$ cat src/rtl/fvs_pkg.sv
package fvs_pkg;

  typedef enum logic [1:0] {
    ST_IDLE = 2'd0,
    ST_SCAN = 2'd1,
    ST_FIN  = 2'd2
  } fvs_state_e;

  localparam int unsigned A_CMD  = 0;
  localparam int unsigned A_BLK  = 1;
  localparam int unsigned A_OFS  = 2;
  localparam int unsigned A_BCMP = 3;
  localparam int unsigned A_OEND = 4;
  localparam int unsigned A_STAT = 5;
  localparam int unsigned A_WDT  = 6;

  localparam int unsigned CMD_WHOLE = 8'h01;
  localparam int unsigned CMD_RANGE = 8'h02;
  localparam int unsigned WDT_KEY   = 8'hAC;

  localparam int unsigned BIT_VFY = 1;
  localparam int unsigned BIT_ACC = 2;

endpackage

$ cat src/rtl/fvs_regs.sv
module fvs_regs
  import fvs_pkg::*;
#(
  parameter int unsigned DW    = 8,
  parameter int unsigned BLK_W = 8,
  parameter int unsigned OFS_W = 8,
  parameter int unsigned AW    = 3
) (
  input  logic             clk,
  input  logic             rst,
  input  logic             we,
  input  logic [AW-1:0]    addr,
  input  logic [DW-1:0]    wdata,
  input  logic             busy,
  input  logic             ofs_load,
  input  logic             ofs_inc,
  input  logic             set_vfy,
  input  logic             set_acc,
  output logic [DW-1:0]    cmd,
  output logic [BLK_W-1:0] blk,
  output logic [BLK_W-1:0] blk_cmp,
  output logic [OFS_W-1:0] ofs,
  output logic [OFS_W-1:0] ofs_end,
  output logic             err_vfy,
  output logic             err_acc,
  output logic [DW-1:0]    rdata,
  output logic             wdt_kick
);

  logic          wr_ok;
  logic [DW-1:0] rd_mux;

  assign wr_ok = we && !busy;

  always_comb begin
    rd_mux = '0;
    case (addr)
      AW'(A_CMD):  rd_mux = cmd;
      AW'(A_BLK):  rd_mux = DW'(blk);
      AW'(A_OFS):  rd_mux = DW'(ofs);
      AW'(A_BCMP): rd_mux = DW'(blk_cmp);
      AW'(A_OEND): rd_mux = DW'(ofs_end);
      AW'(A_STAT): begin
        rd_mux[BIT_VFY] = err_vfy;
        rd_mux[BIT_ACC] = err_acc;
      end
      default:     rd_mux = '0;
    endcase
  end

  always_ff @(posedge clk) begin
    if (rst) begin
      cmd      <= '0;
      blk      <= '0;
      blk_cmp  <= '0;
      ofs      <= '0;
      ofs_end  <= '0;
      err_vfy  <= 1'b0;
      err_acc  <= 1'b0;
      rdata    <= '0;
      wdt_kick <= 1'b0;
    end else begin
      rdata    <= rd_mux;
      wdt_kick <= wr_ok && (addr == AW'(A_WDT)) && (wdata == DW'(WDT_KEY));
      if (wr_ok) begin
        case (addr)
          AW'(A_CMD):  cmd     <= wdata;
          AW'(A_BLK):  blk     <= wdata[BLK_W-1:0];
          AW'(A_OFS):  ofs     <= wdata[OFS_W-1:0];
          AW'(A_BCMP): blk_cmp <= wdata[BLK_W-1:0];
          AW'(A_OEND): ofs_end <= wdata[OFS_W-1:0];
          AW'(A_STAT): begin
            err_vfy <= wdata[BIT_VFY];
            err_acc <= wdata[BIT_ACC];
          end
          default: ;
        endcase
      end
      if (ofs_load)     ofs <= '0;
      else if (ofs_inc) ofs <= ofs + 1'b1;
      if (set_vfy) err_vfy <= 1'b1;
      if (set_acc) err_acc <= 1'b1;
    end
  end

endmodule

$ cat src/rtl/fvs_range_check.sv
module fvs_range_check
  import fvs_pkg::*;
#(
  parameter int unsigned DW    = 8,
  parameter int unsigned BLK_W = 8,
  parameter int unsigned OFS_W = 8
) (
  input  logic [DW-1:0]    cmd,
  input  logic [BLK_W-1:0] blk,
  input  logic [BLK_W-1:0] blk_cmp,
  input  logic [OFS_W-1:0] ofs,
  input  logic [OFS_W-1:0] ofs_end,
  output logic             whole,
  output logic             bad,
  output logic [OFS_W-1:0] eff_end
);

  logic ranged;

  always_comb begin
    whole   = (cmd == DW'(CMD_WHOLE));
    ranged  = (cmd == DW'(CMD_RANGE));
    bad     = !(whole || ranged) || (blk != blk_cmp) || (ranged && (ofs > ofs_end));
    eff_end = whole ? '1 : ofs_end;
  end

endmodule

$ cat src/rtl/fvs_ctrl.sv
module fvs_ctrl
  import fvs_pkg::*;
#(
  parameter int unsigned OFS_W = 8
) (
  input  logic             clk,
  input  logic             rst,
  input  logic             start,
  input  logic             whole,
  input  logic             bad,
  input  logic [OFS_W-1:0] ofs,
  input  logic [OFS_W-1:0] eff_end,
  input  logic             mem_fail,
  output logic             busy,
  output logic             wake,
  output logic             rd_en,
  output logic             ofs_load,
  output logic             ofs_inc,
  output logic             set_vfy,
  output logic             set_acc
);

  fvs_state_e state;
  logic       rd_pend;
  logic       launch;
  logic       at_end;

  always_comb begin
    launch   = (state == ST_IDLE) && start;
    at_end   = (ofs == eff_end);
    busy     = (state != ST_IDLE);
    rd_en    = (state == ST_SCAN);
    ofs_load = launch && !bad && whole;
    ofs_inc  = rd_en && !at_end;
    set_acc  = launch && bad;
    set_vfy  = rd_pend && mem_fail;
  end

  always_ff @(posedge clk) begin
    if (rst) begin
      state   <= ST_IDLE;
      rd_pend <= 1'b0;
      wake    <= 1'b0;
    end else begin
      rd_pend <= rd_en;
      wake    <= 1'b0;
      case (state)
        ST_IDLE: if (start) state <= bad ? ST_FIN : ST_SCAN;
        ST_SCAN: if (at_end) state <= ST_FIN;
        ST_FIN: begin
          state <= ST_IDLE;
          wake  <= 1'b1;
        end
        default: state <= ST_IDLE;
      endcase
    end
  end

endmodule

$ cat src/rtl/fvs_verify_seq.sv
module fvs_verify_seq
  import fvs_pkg::*;
#(
  parameter int unsigned DW    = 8,
  parameter int unsigned BLK_W = 8,
  parameter int unsigned OFS_W = 8,
  parameter int unsigned AW    = 3,
  localparam int unsigned MAW  = BLK_W + OFS_W
) (
  input  logic           clk,
  input  logic           rst,
  input  logic           reg_we,
  input  logic [AW-1:0]  reg_addr,
  input  logic [DW-1:0]  reg_wdata,
  output logic [DW-1:0]  reg_rdata,
  input  logic           start,
  output logic           busy,
  output logic           halt_wake,
  output logic           wdt_restart,
  output logic           mem_rd_en,
  output logic [MAW-1:0] mem_addr,
  input  logic           mem_fail,
  output logic           err_verify,
  output logic           err_access
);

  logic [DW-1:0]    cmd;
  logic [BLK_W-1:0] blk;
  logic [BLK_W-1:0] blk_cmp;
  logic [OFS_W-1:0] ofs;
  logic [OFS_W-1:0] ofs_end;
  logic [OFS_W-1:0] eff_end;
  logic             whole;
  logic             bad;
  logic             ofs_load;
  logic             ofs_inc;
  logic             set_vfy;
  logic             set_acc;

  fvs_regs #(.DW(DW), .BLK_W(BLK_W), .OFS_W(OFS_W), .AW(AW)) u_regs (
    .clk      (clk),
    .rst      (rst),
    .we       (reg_we),
    .addr     (reg_addr),
    .wdata    (reg_wdata),
    .busy     (busy),
    .ofs_load (ofs_load),
    .ofs_inc  (ofs_inc),
    .set_vfy  (set_vfy),
    .set_acc  (set_acc),
    .cmd      (cmd),
    .blk      (blk),
    .blk_cmp  (blk_cmp),
    .ofs      (ofs),
    .ofs_end  (ofs_end),
    .err_vfy  (err_verify),
    .err_acc  (err_access),
    .rdata    (reg_rdata),
    .wdt_kick (wdt_restart)
  );

  fvs_range_check #(.DW(DW), .BLK_W(BLK_W), .OFS_W(OFS_W)) u_check (
    .cmd     (cmd),
    .blk     (blk),
    .blk_cmp (blk_cmp),
    .ofs     (ofs),
    .ofs_end (ofs_end),
    .whole   (whole),
    .bad     (bad),
    .eff_end (eff_end)
  );

  fvs_ctrl #(.OFS_W(OFS_W)) u_ctrl (
    .clk      (clk),
    .rst      (rst),
    .start    (start),
    .whole    (whole),
    .bad      (bad),
    .ofs      (ofs),
    .eff_end  (eff_end),
    .mem_fail (mem_fail),
    .busy     (busy),
    .wake     (halt_wake),
    .rd_en    (mem_rd_en),
    .ofs_load (ofs_load),
    .ofs_inc  (ofs_inc),
    .set_vfy  (set_vfy),
    .set_acc  (set_acc)
  );

  assign mem_addr = {blk, ofs};

endmodule

$ cat config.mk
export PLATFORM = sky130hd
export DESIGN_NAME = fvs_verify_seq
export DESIGN_NICKNAME = d
export VERILOG_FILES = /design/src/rtl/fvs_pkg.sv /design/src/rtl/fvs_regs.sv /design/src/rtl/fvs_range_check.sv /design/src/rtl/fvs_ctrl.sv /design/src/rtl/fvs_verify_seq.sv
export SDC_FILE = /design/constraint.sdc
export NUM_CORES = 1
export LEC_CHECK = 0
export ABC_AREA = 1
export BUFFER_PORTS_ARGS = -buffer_cell sky130_fd_sc_hd__buf_2
export CORE_ASPECT_RATIO = 1.75
export CORE_UTILIZATION = 40
export DETAILED_ROUTE_END_ITERATION = 8
export SYNTH_ARGS = -nofsm -noshare
export SYNTH_HDL_FRONTEND = slang
export SYNTH_SLANG_ARGS = --single-unit
$ cat constraint.sdc
create_clock -name clk -period 2.3 [get_ports clk]
set_clock_uncertainty 0.05 [all_clocks]
set_input_delay 0.115 -clock clk [delete_from_list [all_inputs] [get_ports clk]]
set_output_delay 0.115 -clock clk [all_outputs]
set_load 0.01 [all_outputs]
==> impl_metrics.json <==
{
  "status": "finished, final reports clean",
  "core_area_sq_um": 6960,
  "r2r_end": "u_regs.ofs[2]$_SDFFE_PP0P_",
  "clk_pin_slew_ps": 70,
  "clk-insertion-delay-late_ps": 300,
  "placed_area_sq_um": 3300,
  "drc": 0,
  "firstDrtPassIters": 4,
  "layout-drive-gt1-share_pct": 18.0,
  "rsz0062_at_grt": "false",
  "grt_pass1_vias": 2853,
  "wl_per_cell_microns": 15.9,
  "path_max_fanout": 8,
  "syn_nets": 439,
  "grt_max_degree": 26,
  "hp-class": "primary input to register",
  "fillers": 702,
  "fin_crit_sh_pct": 87.9,
  "yosysTopAreaCell": "dfxtp_1",
  "relSlewSlack_pct": 73.9,
  "synth_area_sq_um": 2920,
  "port_buffers": 45,
  "hp-start": "mem_fail",
  "cp.required_ps": 2420,
  "antenna_cells": 0,
  "grt_pass1_wl_mm": 14.3,
  "cp_top_family": "simple AND/OR/NAND/NOR gates",
  "power_density_nw_per_um2": 609,
  "routed_wl_mm": 8.86,
  "antenna_found_initial": 0,
  "pin_count": 46,
  "fin_crit_ps": 2020,
  "critPathKind": "register to register",
  "postRouteAntennaNets": 0,
  "tightest_slew_ps": 391,
  "syn_inst": 414,
  "final_common_cell": "nand2_1",
  "final-setup-viol-count": 0,
  "synth_area_leaders": "dfxtp_1, nand2_1, a21oi_1, inv_1, o21ai_0",
  "tns_ps": 0,
  "rows": 40,
  "fin_area_sq_um": 3440,
  "vias": 2926,
  "hpwl_mm": 7.01,
  "cts_root_buf": "clkbuf_16",
  "gp_congestion": 0.917,
  "htreeDepth": 2,
  "grtUsageTotal_pct": 25.7,
  "layout_common_cells": "nand2_1, inv_1, dfxtp_1, a21oi_1, buf_2",
  "synth_cell_type_count": 31,
  "final_hold_viol_count": 0,
  "clock_sink_count": 55,
  "critical_path_arrival_ps": 2140,
  "crit_cells": 10,
  "slowest_delay_ps": 410,
  "die_area_sq_um": 7660,
  "cp_num_buf_inv": 2,
  "final_nets": 496,
  "syn_area_per_cell_sq_um": 7.06,
  "holdPathStages": 3,
  "ys_seq_elements": 55,
  "via_per_inst": 5.26,
  "start_util_pct": 42.0,
  "r2r_slack_ps": 280,
  "ir_worst_vdd_v": 0.000395,
  "cp-end-kind": "register",
  "area_delta_synth_final_pct": 17.8,
  "fmax_ghz": 0.495,
  "p_leak_nw": 1.60,
  "drv_cap": 0,
  "numCtsBuffers": 5,
  "die_h_microns": 115,
  "synth_warnings": 0,
  "die_w_microns": 66.6,
  "reg2regPathDepth": 10,
  "clock_path_buffers": 2,
  "min_to": "u_regs.err_vfy$_SDFFE_PP0P_",
  "yosysTopAreaCellShare_pct": 37.7,
  "cts_tree": "yes",
  "drt_iter0_drc": 176,
  "grt_overflow": 0,
  "path_cells": "inv_1, ha_1, nand2_1, nor3_1, or2_2, inv_1, nand2_1, nand3_1, o21bai_2, a21oi_1",
  "drv_slew": 0,
  "start_kind": "register",
  "slowest_stage": "dfxtp_1",
  "yosysSeqAreaShare_pct": 37.7,
  "reg2reg_from": "u_regs.ofs[0]$_SDFFE_PP0P_"
}
==> synth_stat cells (all sizes together) <==
library cell / n
o31ai: 1
ha: 9
a22oi: 3
o211ai: 1
a221oi: 3
nand4: 5
nand3: 27
a31oi: 3
nor2: 30
clkinv: 1
a211oi: 3
o21bai: 1
inv: 60
nor3: 7
clkbuf: 6
buf: 2
or2: 1
xnor2: 3
o21ai: 37
nand2: 86
nor4: 2
xor2: 8
a21oi: 51
dfxtp: 55
o22ai: 9
==> power breakdown <==
part,switching [mW],internal (mW),total [mW]
registers,0.0250,0.983,1.01
logic,0.212,0.113,0.325
clock network,0.359,0.403,0.762
==> final cells by class <==
type | instances | area, sq um | share of cell area, %
Clock buffer | 6 | 129 | 3.74
Clock inverter | 2 | 12.5 | 0.364
Inverter | 61 | 229 | 6.65
Multi-Input combinational cell | 290 | 1540 | 44.8
Sequential cell | 55 | 1100 | 32.0
Tap cell | 84 | 105 | 3.05
Timing Repair Buffer | 58 | 323 | 9.38
==> worst register-to-register path, stage by stage (launching register included) <==
cell and delay, ps:
dfxtp_1 410, inv_1 130, ha_1 310, nand2_1 50, nor3_1 140, or2_2 130
inv_1 30, nand2_1 80, nand3_1 120, o21bai_2 360, a21oi_1 90
==> worst max-delay path by stage <==
| stage | from | end |
|---|---|---|
| after CTS | u_regs.ofs[0]$_SDFFE_PP0P_ | u_regs.ofs[2]$_SDFFE_PP0P_ |
| after global routing | u_regs.ofs[0]$_SDFFE_PP0P_ | u_regs.ofs[3]$_SDFFE_PP0P_ |
| after detailed placement | u_regs.ofs[0]$_SDFFE_PP0P_ | u_regs.ofs[2]$_SDFFE_PP0P_ |
| after global placement | u_regs.ofs[0]$_SDFFE_PP0P_ | u_regs.ofs[0]$_SDFFE_PP0P_ |
| after floorplan | u_regs.ofs[0]$_SDFFE_PP0P_ | u_regs.ofs[0]$_SDFFE_PP0P_ |
| final | u_regs.ofs[0]$_SDFFE_PP0P_ | u_regs.ofs[2]$_SDFFE_PP0P_ |
==> what timing repair did <==
item                                    CTS  global route
hold buffers                              0             0
setup buffers                             0             0
gates resized for setup                   0             1
hold endpoints to repair                  0             0
endpoints found under the setup margin    0             8
==> flip-flops by register name, indices dropped and copies added, names as in the netlist <==
register / flops
u_regs.blk: 8
u_regs.blk_cmp: 8
u_regs.cmd: 8
u_regs.ofs: 8
u_regs.ofs_end: 8
u_regs.rdata: 8
u_ctrl.state: 2
u_ctrl.rd_pend: 1
u_ctrl.wake: 1
u_regs.err_acc: 1
u_regs.err_vfy: 1
u_regs.wdt_kick: 1
==> cell families (layout without fill, tap and decap cells) <==
| kind of cell | Yosys count | in the layout | synth area share, % |
|---|---|---|---|
| AOI/OAI and AO/OA | 112 | 112 | 20.9 |
| buffers and inverters | 69 | 127 | 9.64 |
| adders and majority gates | 9 | 9 | 3.85 |
| xor gates and xnor gates | 11 | 11 | 3.30 |
| and+or+nand+nor | 158 | 158 | 24.7 |
| DFF | 55 | 55 | 37.7 |
==> per-layer routing <==
metal  vias up  global-route usage [%]  wire (microns)
met5         -                       0               0
met4         0                    14.0             373
met3        22                    4.07             355
met2        91                    46.1            4810
met1      1317                    27.7            3320
li1       1496                       -               -
==> metrics by stage <==
step / instances / total power, mW / worst slack, ps / utilization [%] / hold WS [ps]
after floorplan: 414 / 1.24 / 417 / - / 200
after global placement: 548 / 1.36 / 192 / 47.4 / 370
after detailed placement: 548 / 1.36 / 126 / 47.4 / 381
after CTS: 556 / 2.11 / 90.4 / 49.4 / 71.4
after global routing: 556 / 2.19 / 85.3 / 49.5 / 82.9
final: 556 / 2.10 / 278 / 49.5 / 71.6
No activity file was read; power rests on OpenSTA's default activity.
